$ cat src/rtl/xirq_pkg.sv
package xirq_pkg;
    localparam int XIRQ_LINES = 4;

    typedef struct packed {
        logic [XIRQ_LINES-1:0] pol;
        logic [XIRQ_LINES-1:0] en;
        logic [XIRQ_LINES-1:0] any;
        logic [XIRQ_LINES-1:0] lvl;
    } xirq_cfg_t;
endpackage

$ cat src/rtl/xirq_sync.sv
module xirq_sync #(
    parameter int W = 4
) (
    input  logic         clk,
    input  logic         rst_n,
    input  logic [W-1:0] d_in,
    output logic [W-1:0] cur,
    output logic [W-1:0] prev
);
    typedef struct packed {
        logic [W-1:0] s1;
        logic [W-1:0] s2;
        logic [W-1:0] dly;
    } sync_t;

    sync_t st_d, st_q;

    always_comb begin
        st_d.s1  = d_in;
        st_d.s2  = st_q.s1;
        st_d.dly = st_q.s2;
    end

    always_ff @(posedge clk or negedge rst_n) begin
        if (!rst_n) st_q <= '0;
        else        st_q <= st_d;
    end

    assign cur  = st_q.s2;
    assign prev = st_q.dly;
endmodule

$ cat src/rtl/xirq_line_detect.sv
module xirq_line_detect (
    input  logic clk,
    input  logic rst_n,
    input  logic cur,
    input  logic prev,
    input  logic pol,
    input  logic any,
    input  logic lvl,
    input  logic clr,
    output logic stat
);
    logic stat_d, stat_q;
    logic hit;

    always_comb begin
        if (any)      hit = cur ^ prev;
        else if (pol) hit = cur & ~prev;
        else          hit = ~cur & prev;
        if (lvl) stat_d = (cur == pol);
        else     stat_d = hit | (stat_q & ~clr);
    end

    always_ff @(posedge clk or negedge rst_n) begin
        if (!rst_n) stat_q <= 1'b0;
        else        stat_q <= stat_d;
    end

    assign stat = stat_q;

    AST_LEVEL_TRACKS: assert property (@(posedge clk) disable iff (!rst_n)
        lvl |=> (stat_q == $past(cur == pol)));
    AST_RISE_LATCH: assert property (@(posedge clk) disable iff (!rst_n)
        (!lvl && !any && pol && cur && !prev) |=> stat_q);
    AST_ANY_LATCH: assert property (@(posedge clk) disable iff (!rst_n)
        (!lvl && any && (cur != prev)) |=> stat_q);
    AST_CLEAR_DROPS: assert property (@(posedge clk) disable iff (!rst_n)
        (!lvl && clr && (cur == prev)) |=> !stat_q);
    AST_EDGE_HOLD: assert property (@(posedge clk) disable iff (!rst_n)
        (!lvl && !clr && (cur == prev)) |=> $stable(stat_q));
endmodule

$ cat src/rtl/xirq_trigger_ctrl.sv
module xirq_trigger_ctrl #(
    parameter int LINES     = xirq_pkg::XIRQ_LINES,
    parameter int DATA_W    = 32,
    parameter bit WIDE_PACK = 1'b0
) (
    input  logic              clk,
    input  logic              rst_n,
    input  logic [LINES-1:0]  irq_in,
    input  logic              wr_en,
    input  logic [DATA_W-1:0] wr_data,
    output logic [DATA_W-1:0] rd_data,
    output logic [LINES-1:0]  req,
    output logic              req_any
);
    import xirq_pkg::*;

    localparam int STRIDE   = WIDE_PACK ? 5 : 4;
    localparam int OFF_POL  = 0;
    localparam int OFF_STAT = STRIDE;
    localparam int OFF_CLR  = 2 * STRIDE;
    localparam int OFF_EN   = 3 * STRIDE;
    localparam int OFF_ANY  = 4 * STRIDE;
    localparam int OFF_LVL  = 5 * STRIDE;

    xirq_cfg_t        cfg_d, cfg_q;
    logic [LINES-1:0] clr_pulse;
    logic [LINES-1:0] cur, prev, stat;
    logic             unused_wr_bits;

    assign unused_wr_bits = ^wr_data;

    always_comb begin
        cfg_d     = cfg_q;
        clr_pulse = '0;
        if (wr_en) begin
            for (int i = 0; i < LINES; i++) begin
                cfg_d.pol[i] = wr_data[OFF_POL + i];
                cfg_d.en[i]  = wr_data[OFF_EN + i];
                cfg_d.any[i] = wr_data[OFF_ANY + i];
                cfg_d.lvl[i] = wr_data[OFF_LVL + i];
                clr_pulse[i] = wr_data[OFF_CLR + i];
            end
        end
    end

    always_ff @(posedge clk or negedge rst_n) begin
        if (!rst_n) begin
            cfg_q.pol <= '0;
            cfg_q.en  <= '0;
            cfg_q.any <= '0;
            cfg_q.lvl <= '1;
        end else begin
            cfg_q <= cfg_d;
        end
    end

    xirq_sync #(.W(LINES)) u_sync (
        .clk  (clk),
        .rst_n(rst_n),
        .d_in (irq_in),
        .cur  (cur),
        .prev (prev)
    );

    for (genvar g = 0; g < LINES; g++) begin : g_line
        xirq_line_detect u_det (
            .clk  (clk),
            .rst_n(rst_n),
            .cur  (cur[g]),
            .prev (prev[g]),
            .pol  (cfg_q.pol[g]),
            .any  (cfg_q.any[g]),
            .lvl  (cfg_q.lvl[g]),
            .clr  (clr_pulse[g]),
            .stat (stat[g])
        );

        AST_DISABLE_BLOCKS: assert property (@(posedge clk) disable iff (!rst_n)
            (wr_en && !wr_data[OFF_EN + g]) |=> !req[g]);
    end

    always_comb begin
        rd_data = '0;
        for (int i = 0; i < LINES; i++) begin
            rd_data[OFF_POL + i]  = cfg_q.pol[i];
            rd_data[OFF_STAT + i] = stat[i];
            rd_data[OFF_EN + i]   = cfg_q.en[i];
            rd_data[OFF_ANY + i]  = cfg_q.any[i];
            rd_data[OFF_LVL + i]  = cfg_q.lvl[i];
        end
    end

    assign req     = stat & cfg_q.en;
    assign req_any = |req;

    AST_ANY_IS_OR: assert property (@(posedge clk) disable iff (!rst_n)
        req_any == (req != '0));
endmodule

$ cat config.mk
export PLATFORM = sky130hd
export DESIGN_NAME = xirq_trigger_ctrl
export DESIGN_NICKNAME = d
export VERILOG_FILES = /design/src/rtl/xirq_pkg.sv /design/src/rtl/xirq_sync.sv /design/src/rtl/xirq_line_detect.sv /design/src/rtl/xirq_trigger_ctrl.sv
export SDC_FILE = /design/constraint.sdc
export NUM_CORES = 1
export LEC_CHECK = 0
export BUFFER_PORTS_ARGS = -buffer_cell sky130_fd_sc_hd__buf_2
export CORE_ASPECT_RATIO = 0.9
export CORE_MARGIN = 1.5
export CORE_UTILIZATION = 47
export CTS_BUF_LIST = sky130_fd_sc_hd__clkbuf_8
export CTS_CLUSTER_DIAMETER = 120
export DETAILED_ROUTE_END_ITERATION = 6
export GPL_TIMING_DRIVEN = 0
export PLACE_DENSITY_LB_ADDON = 0.2
export SYNTH_ARGS = -nofsm -noshare
export SYNTH_HDL_FRONTEND = slang
export SYNTH_HIERARCHICAL = 1
export SYNTH_SLANG_ARGS = --single-unit
$ cat constraint.sdc
create_clock -name clk -period 1.6 [get_ports clk]
set_clock_uncertainty 0.2 [all_clocks]
set_input_delay 0.32 -clock clk [delete_from_list [all_inputs] [get_ports clk]]
set_output_delay 0.32 -clock clk [all_outputs]
set_load 0.1 [all_outputs]
==> impl_metrics.json <==
{
  "cts_tree": "built",
  "synth-seq-area-share": 0.534,
  "layout.cells.non_filler": 246,
  "routabilityCongestion": 0.767,
  "vias": 1096,
  "dp.final_hpwl_um": 2080,
  "cp_slowest_cell": "or4_4",
  "reg2reg_from": "u_sync/cur[2]$_DFF_PN0_",
  "layout.cells.most_common": "buf_4",
  "port_buffers": 50,
  "rsz0062_at_grt": "true",
  "min_from": "wr_data[0]",
  "cp-start-kind": "register",
  "r2r_cells": 4,
  "timing.final.crit_period_ns": 2.16,
  "dr.pass1.iters": 4,
  "grt_pass1_vias": 1057,
  "core_area_sq_um": 3070,
  "syn_inst": 124,
  "synth_top_cell_by_area": "dfrtp_1",
  "max_stage_delay_ns": 0.52,
  "status": "complete, but fails checks",
  "post_dp_cell_area_sq_um": 1900,
  "wl_per_cell_um": 12.5,
  "avgSynthCellArea_sq_um": 12.2,
  "drv_slew": 0,
  "drt_iter0_markers": 36,
  "clock_path_buffers": 2,
  "crit_chain": "and2_4, or4_4, buf_12",
  "track_usage": 0.182,
  "worstSkewPairLatency_ns": 0.28,
  "detail-route-antenna-nets": 0,
  "fmax_ghz": 0.463,
  "violations": "setup timing",
  "n_antenna_cell": 0,
  "die-area_sq_um": 3560,
  "fillCellCount": 217,
  "regToRegSetupSlack_ns": 0.13,
  "finalHoldViolCount": 0,
  "worstReg2RegEnd": "g_line[2].u_det/stat$_DFF_PN0_",
  "synthTopCellsByArea": "dfrtp_1 46%, mux2_2 12%, buf_4 8.0%",
  "initial_core_util": 0.492,
  "timing.final.ws_setup_ns": -0.559,
  "cp.arrival_ns": 1.64,
  "min_path_type": "in2reg",
  "min_period_over_period": 1.35,
  "endpoint_kind": "primary output",
  "ir_worst_vdd_mv": 0.862,
  "holdPathStages": 2,
  "layout_common_cells": "32 x buf_4, 28 x buf_2, 16 x mux2_2, 16 x inv_1, 13 x buf_12",
  "die_x_um": 62.7,
  "die_h_um": 56.8,
  "htree_levels": 2,
  "crit_required_ns": 1.08,
  "cellLeakagePower_nw": 1.19,
  "cts.sinks": 32,
  "ys_warn_count": 6,
  "clk_pin_slew_ns": 0.06,
  "worst-setup-path-type": "reg2out",
  "ys_ff_latch": 32,
  "via_per_inst": 4.46,
  "crit_fanout": 2,
  "ys_types": 17,
  "synth_top_area_frac": 0.464,
  "hold_end": "rd_data[0]$_DFFE_PN0P_",
  "drt-total-wl_um": 3060,
  "grt_overflow_total": 0,
  "fin_nets": 251,
  "grt_max_degree": 33,
  "grt_pass1_wl_um": 4800,
  "io_pins": 76,
  "finalSetupViolations": 5,
  "relSlewSlack": 0.525,
  "rows": 19,
  "fin_area_sq_um": 2330,
  "antenna_found_initial": 0,
  "drive_gt1_frac": 0.603,
  "syn_area_sq_um": 1510,
  "cts_buffers": 5,
  "power_density_nw_per_um2": 1290,
  "tightest_slew_ns": 0.712,
  "cts_root_buffer": "clkbuf_8",
  "drc": 0,
  "synthToLayoutAreaGrowth_pct": 54.4,
  "post-place-cells": 227,
  "drv_cap": 0
}
worst max-delay path, delay by kind of cell (launching register included):
family | cells | cell delay [ns]
buf+inv | 1 | 0.18
flops | 1 | 0.47
simple gates | 2 | 0.70
kinds of logic after synthesis:
kind of cell | count (synthesis) | share of synthesized area
other | 1 | 0.00249
adder cells (fa/ha/maj) | 8 | 0.0663
AND/OR/NAND/NOR | 17 | 0.0622
XOR/XNOR | 4 | 0.0232
flip-flops | 32 | 0.534
multiplexers | 20 | 0.146
AO/OA/AOI/OAI | 8 | 0.0398
buffers and inverters | 34 | 0.126
how the worst max path moves through the flow:
stage / from / end / slack [ns] / depth (start not counted)
CTS: g_line[1].u_det/stat$_DFF_PN0_ / req_any / -0.56 / 3
global placement: g_line[1].u_det/stat$_DFF_PN0_ / req_any / -0.35 / 3
detailed placement: g_line[1].u_det/stat$_DFF_PN0_ / req_any / -0.35 / 3
floorplan: g_line[1].u_det/stat$_DFF_PN0_ / req_any / -0.59 / 2
global route: g_line[1].u_det/stat$_DFF_PN0_ / req_any / -0.59 / 3
finish: g_line[0].u_det/stat$_DFF_PN0_ / req_any / -0.56 / 3
layer usage:
| layer | track usage | wire length [um] | share of wire | vias up |
|---|---|---|---|---|
| li1 | - | - | - | 528 |
| met1 | 0.198 | 1200 | 0.39 | 514 |
| met2 | 0.315 | 1550 | 0.51 | 49 |
| met3 | 0.0741 | 266 | 0.087 | 5 |
| met4 | 0.0762 | 47 | 0.015 | 0 |
| met5 | 0 | 0 | 0 | - |
flip-flops by register name, indices dropped and copies added (netlist names):
register           cells
g_line.u_det/stat      4
rd_data               16
u_sync/st_d            4
u_sync/cur             4
u_sync/prev            4
stage by stage:
step / utilization / worst slack [ns] / hold slack (ns) / power, mW / setup TNS (ns)
global route: 0.760 / -0.586 / 0.0576 / 3.12 / -0.949
CTS: 0.727 / -0.564 / 0.0540 / 2.95 / -0.890
finish: 0.760 / -0.559 / 0.0643 / 3.01 / -0.779
detailed placement: 0.620 / -0.352 / 0.136 / 2.11 / -0.352
floorplan: - / -0.586 / -0.176 / 1.94 / -0.586
global placement: 0.620 / -0.352 / 0.134 / 2.09 / -0.352
cell usage after synthesis (all sizes together):
cell	number
nand2	4
dfstp	4
conb	1
o22ai	4
mux2	16
mux2i	4
buf	18
or4	1
nor2	4
xor2	4
ha	8
inv	16
and2	8
o31a	4
dfrtp	28
report_power, final:
part           leakage [nW]  switching [mW]  internal [mW]
registers             0.352          0.0686          0.918
logic                 0.783           0.926          0.437
clock network        0.0503           0.282          0.383
total                  1.19            1.28           1.74
final cells by class:
cell class | count | area [sq um] | area share
Sequential cell | 32 | 846 | 0.363
Timing Repair Buffer | 62 | 583 | 0.250
Multi-Input combinational cell | 69 | 562 | 0.241
Buffer | 18 | 130 | 0.0559
Clock buffer | 7 | 96.3 | 0.0414
Inverter | 16 | 60.1 | 0.0258
Tap cell | 42 | 52.6 | 0.0226
repair_timing:
action,CTS,global route
resized for setup,49,16
buffers inserted,3,4
setup endpoints to repair,25,11
hold buffers,5,0
endpoints found under the hold margin,32,0
pin swaps,1,0
Note: power is estimated with default switching activity, not from simulation.
